===== config.mk =====
export PLATFORM = sky130hd
export DESIGN_NAME = usb_frame_irq_ctrl
export DESIGN_NICKNAME = d
export VERILOG_FILES = /design/src/rtl/usb_irq_pkg.sv /design/src/rtl/frame_watchdog.sv /design/src/rtl/irq_latch_bank.sv /design/src/rtl/irq_cfg_gate.sv /design/src/rtl/usb_frame_irq_ctrl.sv
export SDC_FILE = /design/constraint.sdc
export NUM_CORES = 1
export LEC_CHECK = 0
export BUFFER_PORTS_ARGS = -buffer_cell sky130_fd_sc_hd__buf_2
export CORE_UTILIZATION = 40
export DETAILED_ROUTE_END_ITERATION = 8
export HOLD_SLACK_MARGIN = 0.1
export PLACE_DENSITY = 0.71
export REMOVE_ABC_BUFFERS = 1
export SLEW_MARGIN = 20
export SYNTH_ARGS = -nofsm -noshare
export SYNTH_HDL_FRONTEND = slang
export SYNTH_SLANG_ARGS = --single-unit

===== constraint.sdc =====
create_clock -name clk -period 4.1 [get_ports clk]
set_input_delay 0.41 -clock clk [delete_from_list [all_inputs] [get_ports clk]]
set_output_delay 0.41 -clock clk [all_outputs]
set_load 0.03 [all_outputs]

===== src/rtl/usb_irq_pkg.sv =====
package usb_irq_pkg;
  localparam int SRC_BRST = 0;
  localparam int SRC_SUSP = 1;
  localparam int SRC_RESM = 2;
  localparam int SRC_EOT  = 3;
  localparam int SRC_SOF  = 4;
  localparam int SRC_PSOF = 5;
  localparam int SRC_EP0  = 6;

  // clock cycles in one millisecond, never below 2
  function automatic int ms_ticks(input int clk_hz);
    int t;
    t = clk_hz / 1000;
    return (t < 2) ? 2 : t;
  endfunction

  function automatic int bits_for(input int n);
    return (n < 2) ? 1 : $clog2(n);
  endfunction
endpackage


===== src/rtl/frame_watchdog.sv =====
module frame_watchdog
  import usb_irq_pkg::*;
#(
  parameter int CLK_HZ     = 48_000_000,
  parameter int MISS_LIMIT = 3,
  localparam int TICKS     = ms_ticks(CLK_HZ),
  localparam int TW        = bits_for(TICKS),
  localparam int MW        = bits_for(MISS_LIMIT + 1)
) (
  input  logic          clk,
  input  logic          rst_n,
  input  logic          sof_stb,
  input  logic          bus_rst_stb,
  input  logic          resume_stb,
  output logic          psof_evt,
  output logic          susp_evt,
  output logic          suspended,
  output logic [MW-1:0] miss_cnt
);
  logic [TW-1:0] age_q;
  logic          expire;

  assign expire   = (age_q == TW'(TICKS - 1)) && !sof_stb;
  assign psof_evt = expire;
  assign susp_evt = expire && !bus_rst_stb && (miss_cnt == MW'(MISS_LIMIT - 1));

  always_ff @(posedge clk or negedge rst_n) begin
    if (!rst_n)               age_q <= '0;
    else if (sof_stb || expire) age_q <= '0;
    else                      age_q <= age_q + 1'b1;
  end

  always_ff @(posedge clk or negedge rst_n) begin
    if (!rst_n)                          miss_cnt <= '0;
    else if (sof_stb || bus_rst_stb)     miss_cnt <= '0;
    else if (expire && miss_cnt != MW'(MISS_LIMIT)) miss_cnt <= miss_cnt + 1'b1;
  end

  always_ff @(posedge clk or negedge rst_n) begin
    if (!rst_n)                      suspended <= 1'b0;
    else if (resume_stb || sof_stb)  suspended <= 1'b0;
    else if (susp_evt)               suspended <= 1'b1;
  end
endmodule


===== src/rtl/irq_latch_bank.sv =====
module irq_latch_bank #(
  parameter int NSRC = 10
) (
  input  logic            clk,
  input  logic            rst_n,
  input  logic [NSRC-1:0] evt,
  input  logic            clr,
  output logic [NSRC-1:0] stat
);
  for (genvar i = 0; i < NSRC; i++) begin : g_bit
    always_ff @(posedge clk or negedge rst_n) begin
      if (!rst_n)      stat[i] <= 1'b0;
      else if (evt[i]) stat[i] <= 1'b1;
      else if (clr)    stat[i] <= 1'b0;
    end
  end
endmodule


===== src/rtl/irq_cfg_gate.sv =====
module irq_cfg_gate #(
  parameter int NSRC = 10
) (
  input  logic            clk,
  input  logic            rst_n,
  input  logic            cfg_we,
  input  logic [NSRC-1:0] cfg_mask,
  input  logic            cfg_gie,
  input  logic [NSRC-1:0] stat,
  output logic [NSRC-1:0] mask_q,
  output logic            gie_q,
  output logic            pend,
  output logic            irq_n
);
  always_ff @(posedge clk or negedge rst_n) begin
    if (!rst_n) begin
      mask_q <= '0;
      gie_q  <= 1'b0;
    end else if (cfg_we) begin
      mask_q <= cfg_mask;
      gie_q  <= cfg_gie;
    end
  end

  assign pend  = |(stat & mask_q);
  assign irq_n = !(pend && gie_q);
endmodule


===== src/rtl/usb_frame_irq_ctrl.sv =====
module usb_frame_irq_ctrl
  import usb_irq_pkg::*;
#(
  parameter int CLK_HZ     = 48_000_000,
  parameter int MISS_LIMIT = 3,
  parameter int N_EP       = 15,
  localparam int NSRC      = SRC_EP0 + N_EP,
  localparam int MW        = bits_for(MISS_LIMIT + 1)
) (
  input  logic            clk,
  input  logic            rst_n,
  input  logic            sof_stb,
  input  logic [N_EP-1:0] ep_done,
  input  logic            bus_rst_stb,
  input  logic            resume_stb,
  input  logic            eot_stb,
  input  logic            cfg_we,
  input  logic [NSRC-1:0] cfg_mask,
  input  logic            cfg_gie,
  input  logic            stat_rd,
  output logic [NSRC-1:0] stat_q,
  output logic            suspended,
  output logic            irq_n
);
  logic            psof_evt;
  logic            susp_evt;
  logic [MW-1:0]   miss_cnt;
  logic [NSRC-1:0] evt_vec;
  logic [NSRC-1:0] mask_q;
  logic            gie_q;
  logic            pend;

  frame_watchdog #(.CLK_HZ(CLK_HZ), .MISS_LIMIT(MISS_LIMIT)) u_wdog (
    .clk(clk), .rst_n(rst_n), .sof_stb(sof_stb), .bus_rst_stb(bus_rst_stb),
    .resume_stb(resume_stb), .psof_evt(psof_evt), .susp_evt(susp_evt),
    .suspended(suspended), .miss_cnt(miss_cnt)
  );

  always_comb begin
    evt_vec = '0;
    evt_vec[SRC_BRST] = bus_rst_stb;
    evt_vec[SRC_SUSP] = susp_evt;
    evt_vec[SRC_RESM] = resume_stb;
    evt_vec[SRC_EOT]  = eot_stb;
    evt_vec[SRC_SOF]  = sof_stb;
    evt_vec[SRC_PSOF] = psof_evt;
    evt_vec[SRC_EP0 +: N_EP] = ep_done;
  end

  irq_latch_bank #(.NSRC(NSRC)) u_latch (
    .clk(clk), .rst_n(rst_n), .evt(evt_vec), .clr(stat_rd), .stat(stat_q)
  );

  irq_cfg_gate #(.NSRC(NSRC)) u_gate (
    .clk(clk), .rst_n(rst_n), .cfg_we(cfg_we), .cfg_mask(cfg_mask),
    .cfg_gie(cfg_gie), .stat(stat_q), .mask_q(mask_q), .gie_q(gie_q),
    .pend(pend), .irq_n(irq_n)
  );
endmodule


Yosys cells after proc, flatten, opt, wreduce, memory -nomap -nowiden
Index checks and enable logic that the tools add are counted.
{"block": "word_totals", "wordCells": 94, "reg_bits": 62}
{"block": "op_classes", "bitwise": 1, "mux": 27, "reduce_logical": 35, "n_addsub": 2, "eq_ne": 3}
{"op": "$reduce_bool 2->1", "count": 23}
{"op": "$mux 1", "count": 24}
{"op": "$and 21x21->21", "count": 1}
{"op": "$reduce_or 21->1", "count": 1}
{"op": "$add 16x1->16 const B", "count": 1}
{"op": "$eq 16x16->1 const B", "count": 1}
{"op": "$mux 16", "count": 1}
{"op": "$logic_and 1x1->1", "count": 5}
{"op": "$mux 2", "count": 2}
{"op": "$logic_not 1->1", "count": 3}
{"op": "$logic_or 1x1->1", "count": 3}
{"op": "$add 2x1->2 const B", "count": 1}
{"op": "$eq 2x2->1 const B", "count": 1}
{"op": "$ne 2x2->1 const B", "count": 1}

Depth between registers and ports, before layout
Gate-level depths: netlist of the first run.
{"block": "logic_depth", "word_depth": 6, "mapped_depth": 7, "mapped_depth_nobuf": 5}

By module
Synthesis of the first run repeated with hierarchy kept, for this count alone.
{"block": "hier_totals", "cells_unflattened": 206, "area_unflattened_um2": 2605.0}
{"module": "frame_watchdog", "cells_per_inst": 100, "n_inst": 1, "area_each_um2": 978.4}
{"module": "irq_cfg_gate", "cells_per_inst": 61, "n_inst": 1, "area_each_um2": 915.9}
{"module": "irq_latch_bank", "cells_per_inst": 45, "n_inst": 1, "area_each_um2": 710.7}

Least setup slack after synthesis of the first run
No wires, ideal clock.
{"block": "synth_timing", "kind": "reg2out", "start": "register u_latch.stat[6]", "end": "output irq_n", "slack_ns": 1.941, "arrival_time_ns": 1.749, "path_buffers": 0, "stages_incl_launch_ff": 5, "path_cell_list": "dfrtp_1 a22o_1 a221oi_1 nand4_1 o21ai_0"}
{"block": "synth_via", "elab_chain_cells": 4}
{"item": "start, declared", "line": "irq_latch_bank.sv:8", "source": "output logic [NSRC-1:0] stat"}
{"item": "start signal, assigned by index", "line": "irq_latch_bank.sv:12", "source": "if (!rst_n) stat[i] <= 1'b0;"}
{"item": "start signal, assigned by index", "line": "irq_latch_bank.sv:13", "source": "else if (evt[i]) stat[i] <= 1'b1;"}
{"item": "start signal, assigned by index", "line": "irq_latch_bank.sv:14", "source": "else if (clr) stat[i] <= 1'b0;"}
{"item": "$and 21x21->21", "line": "irq_cfg_gate.sv:25", "source": "assign pend = |(stat & mask_q);"}
{"item": "$reduce_or 21->1", "line": "irq_cfg_gate.sv:25"}
{"item": "$logic_and 1x1->1", "line": "irq_cfg_gate.sv:26", "source": "assign irq_n = !(pend && gie_q);"}
{"item": "$logic_not 1->1", "line": "irq_cfg_gate.sv:26"}
{"item": "end, declared", "line": "usb_frame_irq_ctrl.sv:23", "source": "output logic irq_n"}
No other way between the ends.

Worst setup path after layout of the first run
{"block": "layout_timing", "start": "register u_latch.stat[1]", "end": "output irq_n"}
Same word-level chain as after synthesis.

==> results of run 1 <==
## cell type report
class | instances | area [µm²]
Fill cell | 537 | 2890
Sequential cell | 62 | 1550
Multi-Input combinational cell | 129 | 965
Timing Repair Buffer | 68 | 343
Clock buffer | 11 | 141
Tap cell | 75 | 93.8
Clock inverter | 4 | 47.5
Inverter | 7 | 26.3
## worst max-delay path, stage by stage (launching register included)
cell and delay, ns:
dfrtp_1 0.40, a22o_1 0.25, a221oi_1 0.28, nand4_1 0.14, o21ai_0 0.15, buf_2 0.21
## where the power goes
part / internal (mW) / switching (mW)
clock: 0.292 / 0.226
sequential: 0.649 / 0.0236
combinational: 0.0616 / 0.0792
total: 1.00 / 0.329
## worst max path at each step
stage | startpoint | endpoint | slack, ns
2_1_floorplan | u_latch.stat[6] | irq_n | 1.94
3_3_place_gp | u_wdog.age_q[7] | u_wdog.age_q[3] | 2.07
3_5_place_dp | u_wdog.age_q[7] | u_wdog.age_q[2] | 2.00
4_1_cts | u_latch.stat[1] | irq_n | 1.87
5_1_grt | u_latch.stat[5] | irq_n | 1.77
6_report | u_latch.stat[1] | irq_n | 1.92
## cell usage in the layout, fill, tap and decap left out, types with 4 or more instances in the layout
cell type / Yosys / layout
buf_2: 0 / 67
dfrtp_1: 62 / 62
mux2_2: 22 / 22
nor2_1: 20 / 20
a21o_1: 19 / 19
xnor2_1: 12 / 12
clkbuf_8: 0 / 10
nand3_1: 8 / 8
nand2_1: 7 / 7
inv_1: 7 / 7
nand4_1: 5 / 5
nor3_1: 5 / 5
nor4_1: 4 / 4
## sequential cells by signal, summed over array words and instances, names as in the netlist
| signal | flops |
|---|---|
| u_gate.gie_q | 1 |
| u_gate.mask_q | 21 |
| u_latch.stat | 21 |
| u_wdog.age_q | 16 |
| u_wdog.miss_cnt | 2 |
| u_wdog.suspended | 1 |
## per-layer routing
layer  up-vias  GRT usage  share of wire
li1        879          -              -
met1       854      0.205           0.45
met2        62      0.266           0.45
met3        13     0.0538          0.073
met4         0     0.0965          0.022
met5         -          0              0
## cells by family (layout without fill, tap and decap cells)
family | Yosys count | in the layout
and+or+nand+nor | 55 | 55
AOI/OAI and AO/OA | 33 | 33
adders and majority gates | 3 | 3
DFF | 62 | 62
muxes | 24 | 24
buffers and inverters | 13 | 90
xor gates and xnor gates | 14 | 14
==> summary.md, run 1 <==
The worst clock skew on the final layout was 0.00871 ns. STA classifies the critical path endpoint as an output pin. Entering global routing, the biggest net connects 63 pins. The effective utilization at floorplan is 0.425. TritonCTS built the clock tree. For the pin with the worst max-slew slack, the measured transition is 0.747 ns.

By area the synthesized netlist is led by dfrtp_1, mux2_2, a21o_1. The flow ran to the end, and the final reports show no timing, DRC or antenna violations. The gate count of the mapped netlist was 204; the die extent in x was 82.3 µm. The classification of the worst setup path is flop to output pin. The die boundary height is 82.3 µm, and the post-cts resize count is 0. After floorplanning, the core was sized to cover 6060 µm². The number of buffers added on ports is 67, and the number of violations reported at the end of detailed-routing iteration 0 is 63. The post-synthesis share of cell area spent on xor and xnor gates is 0.0476. The synthesized netlist occupies a cell area of 2580 µm². VDD sags by at most 0.000248 V. The initial antenna violation count was 0. The tree is rooted in a clkbuf_8.

At the end of the flow, the number of nets in the layout was 325. The number of clock buffers added by TritonCTS is 9. The run gives 1798 as the number of global-route vias before repair.

The internal reg-to-reg setup slack was 1.99 ns; the share of cells above drive strength 1 was 0.384. The number of vias per cell after detailed routing was 5.08. 68 I/O pins were placed. The area growth from synthesis to layout works out to 23.0%. The fraction of the cycle the final worst path needs came out at 0.531. The floorplan step defined a die boundary enclosing 6770 µm². For this design the static power due to leakage is 1.46 nW. The simple logic cell fraction of the synthesized area was 0.110. The post-CTS repair timing setup buffer count was 0. In the synthesized netlist, the cells that appear most often are dfrtp_1, mux2_2, nor2_1. For this run, the top clock speed supported by timing is 460 MHz. The finished layout holds 356 standard cells, fillers aside.

The largest area contributor in the netlist is dfrtp_1. Post-route cell area: 3170 µm². The tools report the nature of the critical path startpoint as a flop. The portion of synthesized cell area occupied by the leading cell type is 0.602, and the clock-pin transition on the worst setup and hold timing paths is 0.07 ns. Capture instance of the worst register-to-register path: u_wdog.age_q[2]. Total placed cells including tap cells: 341. The post-detailed-routing wire length came out at 5.18 mm. For this design, the sink count on the clock tree is 62. Tightest slew margin relative to the limit: 0.501. The logs give 2.00 ns for the worst slack at placement and 0 for the final setup violation count. The power density of the placed cells was 420 nW/µm²; the routed wire length per instance was 14.6 µm. Routability-driven placement finished with a final weighted congestion of 0.801. The count of antenna diodes in the layout is 0, and the total routing resource utilization after global routing is 0.170. CTS built an H-tree with a depth of 3. The detail route stage leaves a number of antenna-violating nets equal to 0. For the worst setup path, the data required time is 3.69 ns. Counting flops with a built-in enable in the synthesized netlist gives 0.

Across all hold checks on the routed design, the worst slack comes to 0.222 ns. The run gives 1.77 ns as the signal arrival time at the worst endpoint. By instance count, the leading cell after synthesis is dfrtp_1. For the number of distinct library cell variants in the gate-level netlist after synthesis, the log shows 31.

The type of the worst min-delay path is input port to asynchronous set/reset pin. The mux share of post-synthesis cell area is 0.104, and the count of endpoints failing hold in the final timing report is 0. Startpoint of the most critical register-to-register path: u_wdog.age_q[7].

Hold repair after CTS inserted 0 buffers. The top fanout value on the critical path came out at 3. The remaining global-route overflow was 0; the total of flip-flops plus latches after synthesis was 62.

The overall power is 1.33 mW. For the DRC violation count after routing, the log shows 0. Post-synthesis adder-cell area fraction: 0.0146. After synthesis, the largest family of logic cells by area is simple AND/OR/NAND/NOR gates. The share of the synthesized area in compound gates (AO/OA/AOI/OAI) is 0.0981. The logs give 0 for the count of synthesis-stage warnings from yosys and 3.72 mm for the HPWL after detailed placement. The share of synthesized area occupied by flip-flops and latches was 0.602; the maximum buffer depth of the clock tree was 2.

The final number of max-transition violations was 0; the number of optimization iterations in the first detailed-route pass was 4. The most instantiated flip-flop cell in the synthesis netlist is dfrtp_1. Each instance of the synthesized netlist takes up on average 12.6 µm².

Summing over every cut layer, the via total after detailed routing is 1808. The floorplan has 28 rows. Setup repair after global routing left no endpoint under its margin. Subtracting the final worst setup slack from the clock period gives 2.18 ns. Once placement finished, the instance area stood at 2980 µm². The tools report the minimum setup slack in the final design as 1.92 ns. Fraction of registers with async set or reset after synthesis: 1.00. The first global-routing pass estimated 8.27 mm of wire. The run gives 0 ns as the total negative setup slack. The clock insertion delay at the later pin of the skew report was 0.34 ns. The final core utilization was 0.523; the logic depth of the worst register-to-register path was 4. Count of maximum capacitance violations: 0.
(Power assumes the default switching activity.)
==> run 2, diff against run 1 <==
ABC_AREA = 1   (was not set)
PLACE_DENSITY = 0.73   (was 0.71)
clock period = 2 ns   (was 4.1 ns; I/O delays follow)
==> run 2 against run 1 <==
Effect of this change:
- final area rose by 23%
- sequential power rose by 110%
- register-to-register slack worse by 1.6 ns
- utilization is 5.0 points higher
- clock skew is 0.00075 ns higher
- highest routed layer unchanged
==> summary.md, run 2 <==
Routability-driven placement finished with a final weighted congestion of 0.846. Die extent in x: 86.4 µm. The tree is rooted in a clkbuf_8. The tools report the number of vias after detailed routing as 2456. Ranked by instance count, the synthesized netlist is headed by nand2_1, dfrtp_1, inv_1. The initial antenna violation count is 0, and the post-route worst hold slack is 0.112 ns. The power density of the placed cells is 760 nW/µm², and the final net count is 471. For the relative contribution of the clock network to total power, the log shows 0.409. The measured slew at the worst slew-check pin is 0.601 ns. The stage delay of the slowest cell on the critical path was 0.41 ns.

For this run, the detailed router's first-pass iteration total came to 4. From synthesis to final layout, the design area changed by 37.5%. Across the run, the number of max-cap violations was 0.

Counting flops with a built-in enable in the synthesized netlist gives 0. The routed wire length per instance is 12.9 µm. The clock passes through at most 2 buffers.

The top fanout value on the critical path works out to 3. The worst setup path is captured at an output pin. Most common cell in the netlist: nand2_1. IR analysis of the VDD net gives a maximum drop of 0.000406 V.

Counting stages on the worst path, the most repeated cell is nand2_1. The clock-pin transition on the worst setup and hold timing paths came out at 0.07 ns. The logs give 0.545 for the share of synthesized area occupied by flip-flops and latches and 0.33 ns for the clock insertion delay at the later pin of the skew report.

Setup violations remaining at the end of the flow were counted as 0. Dividing the synthesized area by the synthesized cell count gives 9.18 µm². The largest area contributor in the netlist is dfrtp_1.

The final number of max-transition violations came out at 0. The remaining global-route overflow is 0. The worst endpoint required time was 1.80 ns; the post-detailed-routing wire length was 6.77 mm.

Most instantiated flip-flop cell in the synthesis netlist: dfrtp_1. The number of buffers added on ports is 67, and the fraction of registers with async set or reset after synthesis is 1.00. The largest individual stage delay along the critical path comes from the cell dfrtp_1. The fraction of the cycle the final worst path needs is 0.888, and the part of the total power dissipated in combinational logic is 0.128. The internal power of the cells totals 2.24 mW. The number of vias per cell after detailed routing was 4.69; the total negative setup slack was 0 ns. The logs give 0.192 for the total routing resource utilization after global routing and 0.376 ns for the worst slack at placement.

The count of synthesis-stage warnings from yosys came out at 0. Final period demand of the worst path: 1.78 ns. The clock drives 62 sinks. Gate count of the mapped netlist: 310. Setup repair after global routing left no endpoint under its margin.

The synthesized design contains 62 register bits. In this run the number of H-tree levels came out at 3. Static timing analysis puts the maximum clock frequency at 563 MHz. The number of distinct library cell variants in the gate-level netlist after synthesis is 22.

The die boundary height is 86.4 µm. In the post-synthesis netlist, the biggest area contributors are dfrtp_1, nand2_1, mux2_2. Traced cell by cell, the critical path runs through nand2_1, nand2_1, nor2_1, nand2_1, nor2_1, nand2_1, nand2_1, buf_2. The first global-routing pass estimated 11.0 mm of wire.

The count of antenna diodes in the layout is 0, and the die footprint is 7460 µm². The run gives 0.463 as the part of the power in registers. The top cell types in the final layout, fill and taps aside, are nand2_1, buf_2, dfrtp_1, inv_1, nor2_1.

Entering global routing, the biggest net connects 38 pins. After floorplanning, the core was sized to cover 6830 µm². The run finished with clean final reports.

The largest registers in the layout are u_gate.mask_q (21), u_latch.stat (21), u_wdog.age_q (16). The number of filler instances in the final layout is 550, and the share of cells above drive strength 1 is 0.252. During I/O placement, the number of pins put on the boundary was 68.

The number of global-route vias before repair is 2462. TritonCTS built the clock tree. Leaving out fill and tap cells, the most frequent cell in the layout is nand2_1.

Portion of synthesized cell area occupied by the leading cell type: 0.545. For the count of nets left with antenna violations after detail routing, the log shows 0. The share of total power consumed by net switching is 0.247. The critical path is of the flop to output pin type. The tightest slew margin relative to the limit was 0.599; the effective utilization at floorplan was 0.417. STA classifies the critical path startpoint as a flop. Number of violations reported at the end of detailed-routing iteration 0: 156. The total net switching power was 0.735 mW. The HPWL after detailed placement is 4.13 mm. For the standby leakage power, the log shows 1.93 nW. The logs give 9 for the number of buffers added by the clock tree synthesis step and 0.00946 ns for the worst clock skew on the final layout.

After the flow finishes, the layout carries non-filler instances totaling 524. The tools report the total placed cells including tap cells as 468. The tools report the count of endpoints failing hold in the final timing report as 0. After layout, the worst setup slack is 0.225 ns. After detailed routing, the number of remaining DRC violations is 0.

The synthesized netlist occupies a cell area of 2850 µm². STA puts the critical path data arrival time at 1.58 ns. The type of the worst min-delay path is input port to flop.

The floorplan has 30 rows.
==> run 2: critical path, delay by kind of cell (launching register included) <==
family,cells,cell delay [ns]
AND/OR/NAND/NOR,7,0.63
flip-flops,1,0.41
buffers and inverters,1,0.21
==> run 2: final timing paths <==
path / from / endpoint / slack [ns] / cells past startpoint
worst max-delay path: u_latch.stat[17] / irq_n / 0.22 / 8
worst min-delay path: resume_stb / u_latch.stat[2] / 0.11 / 3
worst max register to register: u_wdog.age_q[0] / u_wdog.age_q[8] / 0.40 / 6
worst min register to register: u_wdog.age_q[0] / u_wdog.age_q[0] / 0.51 / 1
max in group asynchronous: rst_n / u_latch.stat[1] / 0.97 / 3
min in group asynchronous: rst_n / u_latch.stat[8] / 0.42 / 2
==> run 2: layer usage <==
layer / routed length, µm / GRT usage / share of wire
met4: 65 / 0.0773 / 0.0096
met3: 437 / 0.0638 / 0.065
met5: 0 / 0 / 0
met1: 2800 / 0.216 / 0.41
met2: 3460 / 0.336 / 0.51
==> run 2: logic make-up (layout without fill, tap and decap cells) <==
group	after synthesis	in the layout	share of synthesized area
and+or+nand+nor	135	135	0.194
DFF	62	62	0.545
buffers and inverters	52	170	0.0725
AOI/OAI and AO/OA	31	31	0.0747
muxes	20	20	0.0791
xor gates and xnor gates	7	7	0.0215
adders and majority gates	3	3	0.0132
==> run 2: stage by stage <==
stage / util / power [mW] / cell area (µm²)
global route: 0.573 / 3.10 / 3910
floorplan: - / 1.57 / 2810
finish: 0.573 / 2.97 / 3910
CTS: 0.573 / 2.99 / 3910
detailed placement: 0.482 / 1.71 / 3290
global placement: 0.482 / 1.70 / 3290
==> run 2: power groups by stage <==
stage	clock network, mW	registers [mW]	logic [mW]
2_1_floorplan	0	1.44	0.123
3_3_place_gp	0	1.39	0.307
3_5_place_dp	0	1.40	0.312
4_1_cts	1.24	1.37	0.375
6_report	1.22	1.38	0.381
5_1_grt	1.29	1.38	0.418
==> run 2: cell type report <==
class,instances,area [µm²],area share
well taps,96,120,0.0307
inverters,46,174,0.0445
clock buffers,10,138,0.0352
clock inverters,6,85.1,0.0217
flip-flops and latches,62,1550,0.397
multi-input cells,196,1090,0.278
repair buffers,108,756,0.193
==> run 2: what timing repair did <==
action	in CTS	in global routing
gates resized for setup	0	0
endpoints found under the hold margin	64	0
endpoints found under the setup margin	0	0
hold buffers	40	0
buffers inserted	0	0
==> run 3, diff against run 2 <==
CAP_MARGIN = 0   (was not set)
CTS_BUF_LIST = sky130_fd_sc_hd__clkbuf_16   (was not set)
==> run 3 against run 2 <==
Effect of this change:
- critical path depth unchanged
- utilization fell by 1.6 points
- sequential share of layout area is 1.1 points higher
- clock skew decreased by 0.0043 ns
- largest power group is now clock
==> summary.md, run 3 (synthesis results as in run 2) <==
In this run the worst path has a maximum fanout of 3. The number of violations reported at the end of detailed-routing iteration 0 was 140; the worst clock skew on the final layout was 0.00520 ns. The tools report the count of nets left with antenna violations after detail routing as 0. The clock insertion delay at the later pin of the skew report was 0.32 ns. No sink is reached through more buffers than the 2 on the longest clock path. The maximum number of pins on one net before global-route repair was 38. The total routing resource utilization after global routing was 0.177.

Share of cells above drive strength 1: 0.262. The count of buffers added on input and output ports is 67. TritonCTS built the clock tree. Once detailed placement completed, the half-perimeter wirelength came to 4.13 mm. The first detailed-routing pass took 4 iterations. The nature of the critical path startpoint is a flop. The library cell used most frequently in the layout, excluding fill and tap cells, is nand2_1. Once routing completed, OpenROAD measured the worst setup slack at 0.336 ns. The fraction of the cycle the final worst path needs came out at 0.832.

The worst endpoint required time was 1.80 ns; the worst-case vdd ir drop was 0.000380 V. The slowest stage of the critical path is the dfrtp_1 cell. The first global-routing pass estimated 10.1 mm of wire. The clock tree root driver cell is clkbuf_16. The measured slew at the worst slew-check pin came out at 0.597 ns. Subtracting the final worst setup slack from the clock period gives 1.66 ns.

The effective utilization at floorplan is 0.417. After the last flow step, the layout net total stands at 451. Among cell families on the critical path, the largest total delay comes from simple AND/OR/NAND/NOR gates. The placement row count is 30. In this run, CTS created clock tree buffers numbering 9.

The floorplan step set the die height to 86.4 µm. At the placement stage, the worst setup path has a slack of 0.376 ns. Power comes to 3.33 mW. The nature of the critical path endpoint was an output pin. The type of the worst min-delay path is input port to flop. Setup violations remaining at the end of the flow were counted as 0. The core region is 6830 µm². Across all layers, the routed design uses 2335 vias. For the tightest slew margin relative to the limit, the log shows 0.602. In the layout the commonest cells are nand2_1, buf_2, dfrtp_1, inv_1, nor2_1. The run gives 3 as the level count of the clock H-tree. Compared with the post-synthesis result, the final layout area differs by 33.6%. The number of vias per cell after detailed routing works out to 4.63. The tools report the remaining global-route overflow as 0.

The die footprint was 7460 µm². The initial antenna violation count came out at 0. In this run the power density over the cells is 877 nW/µm². Setup repair after global routing left no endpoint under its margin.

The count of maximum capacitance violations is 0. The run finished with clean final reports. Total negative setup slack: 0 ns. The classification of the worst setup path was flop to output pin. Walking the worst path, the cells encountered are nand2_1, nand2_1, nor2_1, nand2_1, nor2_1, nand2_1, nand2_1, buf_2. The weighted congestion at the end of routability-driven global placement is 0.846. The number of global-route vias before repair was 2298.

The logs give 0 for the DRC violation count after routing and 0 for the count of antenna diodes in the layout. In the final layout, the registers with the most flip-flops are u_gate.mask_q (21), u_latch.stat (21), u_wdog.age_q (16). The logs give 1.89 nW for the standby leakage power and 0 for the count of endpoints failing hold in the final timing report. The run gives 1.46 ns as the signal arrival time at the worst endpoint. The number of buffer and inverter stages on the critical path is 1, and the number of top-level design ports is 68.

Highest attainable clock frequency: 601 MHz. From left edge to right edge, the die measures 86.4 µm. The post-detailed-routing wire length is 6.05 mm. The stage delay of the slowest cell on the critical path was 0.40 ns; the post-cts resize count was 0. Clock-pin transition on the worst setup and hold timing paths: 0.05 ns.

Final core utilization: 0.557. The number of clock sinks was 62. The final number of max-transition violations is 0. In the final routed layout, each cell accounts on average for 12.0 µm. The cell that appears most often on the critical path is nand2_1.
run 3: cell types whose count changed in the layout (fill, tap and decap cells not counted):
cell | before | now
clkbuf_16 | 0 | 9
clkbuf_8 | 10 | 0
clkinv_1 | 0 | 1
dlygate4sd3_1 | 40 | 20
run 3: layout make-up:
type                       count  area [µm²]
clock buffer                   9         225
clock inverter                 7        88.8
fill                         578        3030
inverter                      46         174
multi-input combinational    196        1090
sequential                    62        1550
tap                           96         120
timing repair buffer          88         556
run 3: worst paths after layout:
path	start	end	slack, ns	cells past startpoint
worst max-delay path	u_latch.stat[17]	irq_n	0.34	8
worst min-delay path	cfg_mask[8]	u_gate.mask_q[8]	0.11	2
worst max register to register	u_wdog.age_q[0]	u_wdog.age_q[8]	0.40	6
worst min register to register	u_wdog.age_q[0]	u_wdog.age_q[0]	0.50	1
max in group asynchronous	rst_n	u_gate.mask_q[19]	0.97	3
min in group asynchronous	rst_n	u_latch.stat[8]	0.41	2
run 3: where the power goes:
| part | switching [mW] | internal, mW | leakage (nW) |
|---|---|---|---|
| clock network | 0.535 | 1.08 | 0.149 |
| logic | 0.188 | 0.153 | 0.989 |
| registers | 0.0469 | 1.33 | 0.753 |
| total | 0.770 | 2.56 | 1.89 |
run 3: timing repair:
item,4_1_cts,5_1_grt
buffers inserted,0,0
endpoints found under the hold margin,44,0
hold buffers,20,0
run 3: metrics by stage:
| stage | instances | area, µm² | hold slack [ns] |
|---|---|---|---|
| finish | 504 | 3800 | 0.109 |
| global route | 504 | 3800 | 0.101 |
| CTS | 504 | 3800 | 0.102 |
| detailed placement | 468 | 3290 | 0.245 |
| global placement | 468 | 3290 | 0.235 |
| floorplan | 304 | 2810 | -0.0956 |
run 3: metal layers:
metal,global-route usage,wire [µm],vias to the layer above
met2,0.307,2950,66
met4,0.0591,64,0
met5,0,0,-
met3,0.0543,342,8
met1,0.208,2700,1103
li1,-,-,1158
